<file path="src/rtl/ushift_pkg.sv">
package ushift_pkg;
   typedef enum logic [1:0] {
      MODE_HOLD  = 2'b00,
      MODE_SHR   = 2'b01,
      MODE_SHL   = 2'b10,
      MODE_LOAD  = 2'b11
   } ushift_mode_e;
endpackage

</file>
<file path="src/rtl/ushift_bit_sel.sv">
module ushift_bit_sel
   import ushift_pkg::*;
(
   input  ushift_mode_e mode,
   input  logic         cur_bit,
   input  logic         from_high,
   input  logic         from_low,
   input  logic         load_bit,
   output logic         nxt_bit
);
   always_comb begin
      unique case (mode)
         MODE_HOLD: nxt_bit = cur_bit;
         MODE_SHR:  nxt_bit = from_high;
         MODE_SHL:  nxt_bit = from_low;
         default:   nxt_bit = load_bit;
      endcase
   end
endmodule

</file>
<file path="src/rtl/ushift_store.sv">
module ushift_store #(
   parameter int WIDTH = 8
) (
   input  logic             clk,
   input  logic             clr_n,
   input  logic [WIDTH-1:0] d,
   output logic [WIDTH-1:0] q
);
   always_ff @(posedge clk or negedge clr_n) begin
      if (!clr_n) q <= '0;
      else        q <= d;
   end
endmodule

</file>
<file path="src/rtl/ushift_reg.sv">
module ushift_reg
   import ushift_pkg::*;
#(
   parameter int WIDTH = 8
) (
   input  logic             clk,
   input  logic             clr_n,
   input  logic [1:0]       mode,
   input  logic             ser_in_r,
   input  logic             ser_in_l,
   input  logic [WIDTH-1:0] par_in,
   output logic [WIDTH-1:0] par_out,
   output logic             ser_out_r,
   output logic             ser_out_l
);
   localparam int MSB = WIDTH - 1;

   initial begin
      assert (WIDTH >= 2) else $error("ushift_reg: WIDTH must be at least 2");
   end

   ushift_mode_e     mode_e;
   logic [WIDTH-1:0] cur_q;
   logic [WIDTH-1:0] nxt_q;

   assign mode_e = ushift_mode_e'(mode);

   for (genvar i = 0; i < WIDTH; i++) begin : g_bit
      logic hi_src;
      logic lo_src;
      if (i == MSB) begin : g_top
         assign hi_src = ser_in_r;
      end else begin : g_mid_hi
         assign hi_src = cur_q[i+1];
      end
      if (i == 0) begin : g_bot
         assign lo_src = ser_in_l;
      end else begin : g_mid_lo
         assign lo_src = cur_q[i-1];
      end
      ushift_bit_sel sel_i (
         .mode      (mode_e),
         .cur_bit   (cur_q[i]),
         .from_high (hi_src),
         .from_low  (lo_src),
         .load_bit  (par_in[i]),
         .nxt_bit   (nxt_q[i])
      );
   end

   ushift_store #(.WIDTH(WIDTH)) store_i (
      .clk   (clk),
      .clr_n (clr_n),
      .d     (nxt_q),
      .q     (cur_q)
   );

   assign par_out   = cur_q;
   assign ser_out_r = cur_q[0];
   assign ser_out_l = cur_q[MSB];

   assert_clear_zero_R1: assert property (@(posedge clk) !clr_n |-> par_out == '0);

   assert_hold_R2: assert property (@(posedge clk) disable iff (!clr_n)
      mode == 2'b00 |=> $stable(par_out));

   assert_shr_R3: assert property (@(posedge clk) disable iff (!clr_n)
      mode == 2'b01 |=> par_out == {$past(ser_in_r), $past(par_out[MSB:1])});

   assert_shl_R4: assert property (@(posedge clk) disable iff (!clr_n)
      mode == 2'b10 |=> par_out == {$past(par_out[MSB-1:0]), $past(ser_in_l)});

   assert_load_R5: assert property (@(posedge clk) disable iff (!clr_n)
      mode == 2'b11 |=> par_out == $past(par_in));

   always_comb begin
      assert_serout_R6: assert (ser_out_r == par_out[0] && ser_out_l == par_out[MSB]);
   end
endmodule

</file>
<file path="config.mk">
export PLATFORM = sky130hd
export DESIGN_NAME = ushift_reg
export DESIGN_NICKNAME = d
export VERILOG_FILES = /design/src/rtl/ushift_pkg.sv /design/src/rtl/ushift_bit_sel.sv /design/src/rtl/ushift_store.sv /design/src/rtl/ushift_reg.sv
export SDC_FILE = /design/constraint.sdc
export NUM_CORES = 1
export LEC_CHECK = 0
export ABC_CLOCK_PERIOD_IN_PS = 1620
export BUFFER_PORTS_ARGS = -buffer_cell sky130_fd_sc_hd__buf_2
export CAP_MARGIN = 20
export CORE_ASPECT_RATIO = 1.4
export CORE_UTILIZATION = 26
export CTS_BUF_LIST = sky130_fd_sc_hd__clkbuf_2
export CTS_CLUSTER_DIAMETER = 120
export DETAILED_ROUTE_END_ITERATION = 6
export HOLD_SLACK_MARGIN = 0.15
export MAX_ROUTING_LAYER = met4
export SYNTH_ARGS = -nofsm -noshare
export SYNTH_HDL_FRONTEND = slang
export SYNTH_SLANG_ARGS = --single-unit
</file>
<file path="constraint.sdc">
create_clock -name clk -period 1.62 [get_ports clk]
set_input_delay 0.162 -clock clk [delete_from_list [all_inputs] [get_ports clk]]
set_output_delay 0.162 -clock clk [all_outputs]
set_load 0.01 [all_outputs]
</file>
==> impl_metrics.json, run 1 <==
{
  "fp_rows": 19,
  "startpoint_type_of_the_worst_setup_path": "input pin",
  "crit-reg2reg-launch": "store_i.q[3]",
  "yosysWarningCount": 0,
  "min-delay-path-class": "in2reg",
  "grt_start_max_net_pins": 17,
  "final_hold_fails": 0,
  "timing.slew.headroom_pct": 80.18,
  "core_area_mm2": 0.001949,
  "totalNegativeSetupSlack_ns": 0,
  "cts-hold-fix-buffers": 1,
  "ys_types": 10,
  "final_net_count": 94,
  "asyncSetResetFlopFracSynth_pct": 100.0,
  "dr.pass1.iters": 4,
  "largest_register_ff_count": 8,
  "comb_power_share_pct": 30.4,
  "synth.top_cell.area_share_pct": 37.12,
  "slew_violations": 0,
  "track_usage_pct": 13.16,
  "routed_via_density": 5.135,
  "postSynthCellCount": 59,
  "post_cts_resized": 0,
  "power.total_mw": 0.5659,
  "synth_area_um2": 539.3,
  "io_buffers": 23,
  "root_buffer": "clkbuf_2",
  "fin_crit_sh_pct": 63.96,
  "worst-path-max-fanout": 8,
  "routabilityCongestion": 0.7490,
  "ys_dominant_reg_cell": "dfrtp_1",
  "drv_cap": 0,
  "achievable-frequency_mhz": 965.2,
  "die_h_um": 55.89,
  "seq_total_area_yosys_pct": 37.12,
  "post_synth_most_frequent_cells": "nor3_1, buf_4, a221oi_1, dfrtp_1, nor2b_1",
  "detail_route.wl_per_cell_um": 12.36,
  "areaGrowthSynthToFinish_pct": 17.40,
  "grt_remaining_overflow": 0,
  "antenna_violating_nets_post_route": 0,
  "crit_type": "in2reg",
  "seq_cells_post_synth": 8,
  "die_width_um": 40.49,
  "vias": 493,
  "critPathRequiredTime_ns": 1.74,
  "clock_path_buffers": 2,
  "cts.sink_count": 8,
  "tritoncts_clock_tree": "yes",
  "clk_pin_slew_ns": 0.08,
  "power_frac_clock_pct": 21.8,
  "largest_registers": "store_i.q: 8 flops",
  "insertion_delay_ns": 0.24,
  "number_of_antenna_violations_at_the_first_check_in_global_routing": 0,
  "hold_start": "par_in[7]",
  "first_global_vias": 477,
  "detail_route.drc_violations": 0,
  "synth_enable_flop_cells": 0,
  "largest-register": "store_i.q",
  "setup_ws_ns": 0.5839,
  "post_route_cells_drive_above_1_share_pct": 37.33,
  "p_int_mw": 0.3662,
  "worst_slew_pin_slew_ns": 0.2973,
  "drt-initial-drc-count": 13,
  "synth.avg_cell_area_um2": 9.140,
  "synth_fp_nets": 76,
  "power.share.sequential_pct": 47.7,
  "minimum_period_implied_by_the_final_worst_setup_slack_ns": 1.036,
  "setup_violations": 0,
  "detailedPlace.worstSlack_ns": 0.3528,
  "power-per-cell-area_mw_per_mm2": 893.8,
  "netlist_top_cells_area": "dfrtp_1, nor3_1, a221oi_1, buf_4, nor2b_1",
  "post-cts-setup-buffer-count": 0,
  "wirelength_routed_um": 1187,
  "netSwitchingFraction_pct": 35.28,
  "fin_hold_ws_ns": 0.2025,
  "starting_density_pct": 27.66,
  "worstSetupEndpointType": "register",
  "io_pins": 24,
  "utilization_pct": 32.48,
  "yosysMostFrequentCell": "nor3_1",
  "p_sw_mw": 0.1997,
  "rsz0062_at_grt": "false",
  "die_area_mm2": 0.002263,
  "finalClockSkew_ns": 0.001152,
  "htreeDepth": 1,
  "status": "finished clean",
  "yosysTopAreaCell": "dfrtp_1",
  "cts-buffers-inserted": 3,
  "post-dp-hpwl_um": 911.2,
  "arr_time_crit_path_ns": 1.16,
  "total_leakage_power_nw": 0.2982,
  "grt_pass1_wl_um": 2028,
  "insertedDiodeCount": 0,
  "setup.worst_path.start": "mode[0]",
  "vdd_ir_drop_max_mv": 0.4209
}
## per-layer routing
layer  share of wire (%)  global-route usage, %
met1                  41                  15.86
met2                  52                  20.41
met3                 4.5                  1.200
met4                 1.9                  7.143
met5                   0                      -
## layout make-up
class                   instances  area, um2
inverters                       2      7.507
clock buffers                   3      15.01
well taps                      21      26.28
fillers                       212       1316
repair buffers                 26      140.1
flip-flops and latches          8      200.2
multi-input cells              36      244.0
## cell families after synthesis
family	share of synthesized area (%)
AO/OA/AOI/OAI	12.99
flip-flops	37.12
adder cells (fa/ha/maj)	6.961
buffers and inverters	17.63
AND/OR/NAND/NOR	25.29
## final timing paths
kind | depth (start not counted) | slack (ns) | endpoint
hold / removal | 3 | 0.20 | store_i.q[7]
min in group asynchronous | 2 | 0.28 | store_i.q[4]
max in group asynchronous | 2 | 1.17 | store_i.q[0]
hold reg to reg | 2 | 0.61 | store_i.q[7]
setup reg to reg | 2 | 0.64 | store_i.q[2]
setup / recovery | 6 | 0.58 | store_i.q[2]
## critical path, cell delays in order
cell	delay, ns
buf_2	0.09
inv_1	0.05
ha_1	0.29
nand2b_1	0.16
a221oi_1	0.30
nor3_1	0.10
## metrics by stage
stage,cell area (um2),cells
CTS,633.1,96
floorplan,539.3,59
detailed placement,608.1,92
global route,633.1,96
global placement,608.1,92
finish,633.1,96
## cells in the final DEF (no fill, tap or decap)
cell           netlist  routed
a221oi_1             8       8
buf_2                3      23
buf_4                9       2
clkbuf_2             1       3
dfrtp_1              8       8
dlygate4sd3_1        0       1
ha_1                 3       3
inv_1                2       2
nand2b_1             1       1
nor2b_1              8       8
nor3_1              16      16
## power by group through the flow
stage,clock [mW],sequential [mW],combinational [mW]
after floorplan,0,0.268,0.144
after global placement,0,0.275,0.170
after global routing,0.129,0.278,0.197
after CTS,0.126,0.271,0.175
final,0.123,0.270,0.172
after detailed placement,0,0.276,0.172
(Power assumes the default switching activity.)
==> run 2, diff against run 1 <==
ABC_CLOCK_PERIOD_IN_PS = 1100   (was 1620)
clock period = 1.1 ns   (was 1.62 ns; I/O delays follow)
==> run 2 against run 1 <==
Effect of this change: cell count up 2.1%; register-to-register slack worse by 0.50 ns; cell area up 3.4%; routed wire length up 3.3%; clock skew up 0.0013 ns; power up 47%; core utilization up 1.1 points; clock power up 37%; global-route usage down 0.32 points; setup slack worse by 0.48 ns; hold slack worse by 0.036 ns; sequential share of layout area down 1.0 points; largest cell class unchanged.
==> impl_metrics.json, run 2 (same netlist as run 1, synthesis figures left out) <==
{
  "startpoint_type_of_the_worst_setup_path": "input pin",
  "final_common_cell": "buf_2",
  "worstSetupEndpointType": "register",
  "routed_via_density": 4.888,
  "tritoncts_clock_tree": "yes",
  "wirelength_routed_um": 1226,
  "cts-buffers-inserted": 3,
  "final_net_count": 96,
  "setup.reg_to_reg.worst_slack_ns": 0.14,
  "starting_density_pct": 27.66,
  "clk_pin_slew_ns": 0.07,
  "drv_cap": 0,
  "worst_slew_pin_slew_ns": 0.3051,
  "power.total_mw": 0.8324,
  "routabilityCongestion": 0.7460,
  "insertion_delay_ns": 0.23,
  "die_width_um": 40.49,
  "root_buffer": "clkbuf_2",
  "post-dp-hpwl_um": 975,
  "vias": 479,
  "stdcell_count": 98,
  "setup_violations": 0,
  "final_hold_fails": 0,
  "post_route_cells_drive_above_1_share_pct": 40.26,
  "largest_register_ff_count": 8,
  "grt_start_max_net_pins": 17,
  "slew_violations": 0,
  "layout.cells.most_common_list": "buf_2, nor3_1, nor2b_1, dfrtp_1, a221oi_1",
  "totalNegativeSetupSlack_ns": 0,
  "io_pins": 24,
  "cpMaxStageDelayCell": "ha_1",
  "io_buffers": 23,
  "first_global_vias": 451,
  "critPathBufInv": 2,
  "arr_time_crit_path_ns": 1.10,
  "antenna_violating_nets_post_route": 0,
  "largest-register": "store_i.q",
  "design_area_um2": 654.4,
  "clock_path_buffers": 2,
  "crit_type": "in2reg",
  "power-per-cell-area_mw_per_mm2": 1272,
  "worstPathCellList": "buf_2 > inv_1 > ha_1 > nand2b_1 > a221oi_1 > nor3_1",
  "detail_route.wl_per_cell_um": 12.51,
  "grt_pass1_wl_um": 1911,
  "grt_remaining_overflow": 0,
  "status": "finished clean",
  "place.detailed.instances": 94,
  "fin_hold_ws_ns": 0.1662,
  "finalClockSkew_ns": 0.002480,
  "critPathRequiredTime_ns": 1.21,
  "achievable-frequency_mhz": 1005,
  "vdd_ir_drop_max_mv": 0.4993,
  "worst-path-max-fanout": 8,
  "track_usage_pct": 12.84,
  "core_area_mm2": 0.001949,
  "drt-initial-drc-count": 7,
  "min-delay-path-class": "in2reg",
  "rsz0062_at_grt": "false",
  "minimum_period_implied_by_the_final_worst_setup_slack_ns": 0.9953,
  "fp_rows": 19,
  "htreeDepth": 1,
  "fin_crit_sh_pct": 90.48,
  "insertedDiodeCount": 0,
  "cp_slowest_stage_delay_ns": 0.29,
  "placed_area_um2": 623.1,
  "die_h_um": 55.89,
  "die_area_mm2": 0.002263,
  "number_of_antenna_violations_at_the_first_check_in_global_routing": 0,
  "detail_route.drc_violations": 0,
  "areaGrowthSynthToFinish_pct": 21.35,
  "timing.slew.headroom_pct": 79.66,
  "dr.pass1.iters": 4,
  "largest_registers": "store_i.q: 8 flops",
  "cts.sink_count": 8,
  "total_leakage_power_nw": 0.3107,
  "family_of_cells_with_the_greatest_summed_delay_on_the_critical_path": "adder cells"
}
run 2: changes by cell type in the layout (fill, tap and decap cells not counted):
cell,before,now
buf_4,2,4
a221oi_1,8,7
a221oi_2,0,1
run 2: per-layer routing:
metal / share of wire (%) / routed length (um) / global-route usage, %
met4: 1.7 / 21 / 10.00
met5: 0 / 0 / -
met2: 53 / 646 / 19.95
met1: 40 / 485 / 13.78
met3: 5.9 / 72 / 1.200
run 2: metrics by stage:
step / utilization [%] / worst slack (ns)
2_1_floorplan: - / -0.04330
4_1_cts: 33.25 / 0.08093
6_report: 33.57 / 0.1047
3_3_place_gp: 31.96 / -0.1086
5_1_grt: 33.57 / 0.01473
3_5_place_dp: 31.96 / -0.1545
run 2: area by class of cell:
cell class	count	area (um2)
fill	220	1295
multi-input combinational	36	250.2
inverter	2	7.507
timing repair buffer	28	155.1
sequential	8	200.2
clock buffer	3	15.01
tap	21	26.28
run 2: repair_timing:
action	in CTS	in global routing
hold buffers	1	0
setup buffers	0	0
endpoints found under the setup margin	0	1
resized for setup	0	1
endpoints found under the hold margin	8	0
run 2: path summary, 6_finish.rpt:
kind	endpoint	cells after the start	startpoint
setup / recovery	store_i.q[3]	6	mode[0]
hold / removal	store_i.q[7]	3	par_in[7]
setup reg to reg	store_i.q[0]	2	store_i.q[1]
hold reg to reg	store_i.q[5]	2	store_i.q[5]
max in group asynchronous	store_i.q[0]	2	clr_n
min in group asynchronous	store_i.q[2]	2	clr_n
run 2: where the power goes:
group | total [mW] | internal, mW | switching (mW)
sequential | 0.400 | 0.343 | 0.0564
clock | 0.169 | 0.0743 | 0.0945
combinational | 0.264 | 0.128 | 0.136
total | 0.832 | 0.546 | 0.287
run 2: worst min-delay path: stages:
cell,delay (ns)
buf_2,0.08
nor3_1,0.04
nor3_1,0.12
==> run 3, diff against run 2 <==
CORE_AREA = 2 2 39 41   (was unset)
CORE_ASPECT_RATIO = unset   (was 1.4)
CORE_UTILIZATION = unset   (was 26)
DIE_AREA = 0 0 41 43   (was unset)
PLACE_DENSITY = 0.7   (was unset)
==> run 3 against run 2 <==
Effect of this change: cell count down 4.1%; power up 0.57%; register-to-register slack about the same; die area down 22%; routed wire length down 6.7%; global-route usage up 3.7 points; setup slack better by 0.024 ns; count of clock-buffer cells in the layout unchanged; combinational power about the same; clock power up 7%.
==> impl_metrics.json, run 3 (same netlist as run 1, synthesis figures left out) <==
{
  "critPathRequiredTime_ns": 1.22,
  "dr.pass1.iters": 4,
  "fin_crit_sh_pct": 88.26,
  "ff2ff_path_depth": 2,
  "vias": 489,
  "clock_path_buffers": 2,
  "htreeDepth": 1,
  "min-delay-path-class": "in2reg",
  "total_leakage_power_nw": 0.3119,
  "wirelength_routed_um": 1144,
  "place.detailed.instances": 89,
  "clk_pin_slew_ns": 0.08,
  "grt_start_max_net_pins": 17,
  "io_pins": 24,
  "worst-path-max-fanout": 4,
  "layout.cells.most_common_list": "buf_2, nor3_1, a221oi_1, nor2b_1, dfrtp_1",
  "timing.hold.worst_path_depth": 3,
  "routabilityCongestion": 0.7178,
  "fill_cells": 153,
  "status": "finished clean",
  "post-dp-hpwl_um": 857.3,
  "io_buffers": 23,
  "finalClockSkew_ns": 0.001590,
  "grt_pass1_wl_um": 1863,
  "cts-hold-fix-buffers": 2,
  "arr_time_crit_path_ns": 1.09,
  "detailedPlace.worstSlack_ns": -0.1257,
  "drv_cap": 0,
  "startpoint_type_of_the_worst_setup_path": "register",
  "rsz0062_at_grt": "false",
  "largest_register_ff_count": 8,
  "timing.slew.headroom_pct": 81.98,
  "number_of_antenna_violations_at_the_first_check_in_global_routing": 0,
  "largest-register": "store_i.q",
  "setup_violations": 0,
  "detail_route.drc_violations": 0,
  "die_h_um": 43,
  "detail_route.wl_per_cell_um": 12.17,
  "cts-buffers-inserted": 3,
  "worstSetupEndpointType": "register",
  "post_cts_resized": 0,
  "post_route_cells_drive_above_1_share_pct": 38.46,
  "root_buffer": "clkbuf_2",
  "tritoncts_clock_tree": "yes",
  "crit_type": "reg2reg",
  "cts.sink_count": 8,
  "stdcell_count": 94,
  "insertion_delay_ns": 0.24,
  "track_usage_pct": 16.55,
  "fp_rows": 14,
  "post-cts-setup-buffer-count": 0,
  "starting_density_pct": 38.97,
  "routed_via_density": 5.202,
  "grt_remaining_overflow": 0,
  "worst_slew_pin_slew_ns": 0.2702,
  "areaGrowthSynthToFinish_pct": 20.88,
  "minimum_period_implied_by_the_final_worst_setup_slack_ns": 0.9709,
  "final_common_cell": "buf_2",
  "largest_registers": "store_i.q: 8 flops",
  "antenna_violating_nets_post_route": 0,
  "drt-initial-drc-count": 4,
  "power-per-cell-area_mw_per_mm2": 1284,
  "final_hold_fails": 0,
  "insertedDiodeCount": 0,
  "first_global_vias": 445,
  "core_area_mm2": 0.001384,
  "setup_ws_ns": 0.1291,
  "final_net_count": 97,
  "achievable-frequency_mhz": 1030,
  "slew_violations": 0,
  "die_area_mm2": 0.001763,
  "vdd_ir_drop_max_mv": 0.4717,
  "die_width_um": 41
}
[run 3: cell count changes in the layout (fill, tap and decap cells not counted)]
| cell | before | now |
|---|---|---|
| a221oi_1 | 7 | 8 |
| a221oi_2 | 1 | 0 |
| dlygate4sd3_1 | 1 | 2 |
[run 3: layout make-up]
cell class	instances	area, um2	share of cell area, %
Sequential cell	8	200.2	30.71
Inverter	2	7.507	1.152
Multi-Input combinational cell	36	244.0	37.43
Tap cell	16	20.02	3.071
Clock buffer	3	15.01	2.303
Timing Repair Buffer	29	165.2	25.34
[run 3: where the power goes]
| part | switching (mW) | internal (mW) |
|---|---|---|
| sequential | 0.0532 | 0.343 |
| clock | 0.106 | 0.0744 |
| combinational | 0.132 | 0.129 |
| total | 0.291 | 0.546 |
[run 3: worst paths after layout]
path	start	to	slack, ns
worst max-delay path	store_i.q[6]	store_i.q[5]	0.13
worst min-delay path	par_in[0]	store_i.q[0]	0.17
worst max register to register	store_i.q[6]	store_i.q[5]	0.13
worst min register to register	store_i.q[4]	store_i.q[4]	0.61
max in group asynchronous	clr_n	store_i.q[3]	0.70
min in group asynchronous	clr_n	store_i.q[6]	0.23
[run 3: worst max-delay path, stage by stage (launching register included)]
cell	delay, ns
dfrtp_1	0.42
a221oi_1	0.33
nor3_1	0.10
[run 3: per-stage QoR]
stage,power (mW),setup TNS [ns],instance area [um2],utilization [%],hold slack (ns)
floorplan,0.6065,-0.3451,539.3,-,-0.1856
global placement,0.6532,-0.5446,616.8,44.57,-0.03814
detailed placement,0.6621,-0.7674,616.8,44.57,-0.03701
CTS,0.8456,0,651.9,47.11,0.1743
global route,0.8950,0,651.9,47.11,0.1795
finish,0.8372,0,651.9,47.11,0.1718
[run 3: metal layers]
layer / share of wire [%] / up-vias / GRT usage, %
met5: 0 / - / -
met4: 3.8 / 0 / 14.00
met3: 4.5 / 4 / 3.141
met2: 47 / 15 / 22.50
met1: 44 / 227 / 19.93
li1: - / 243 / -
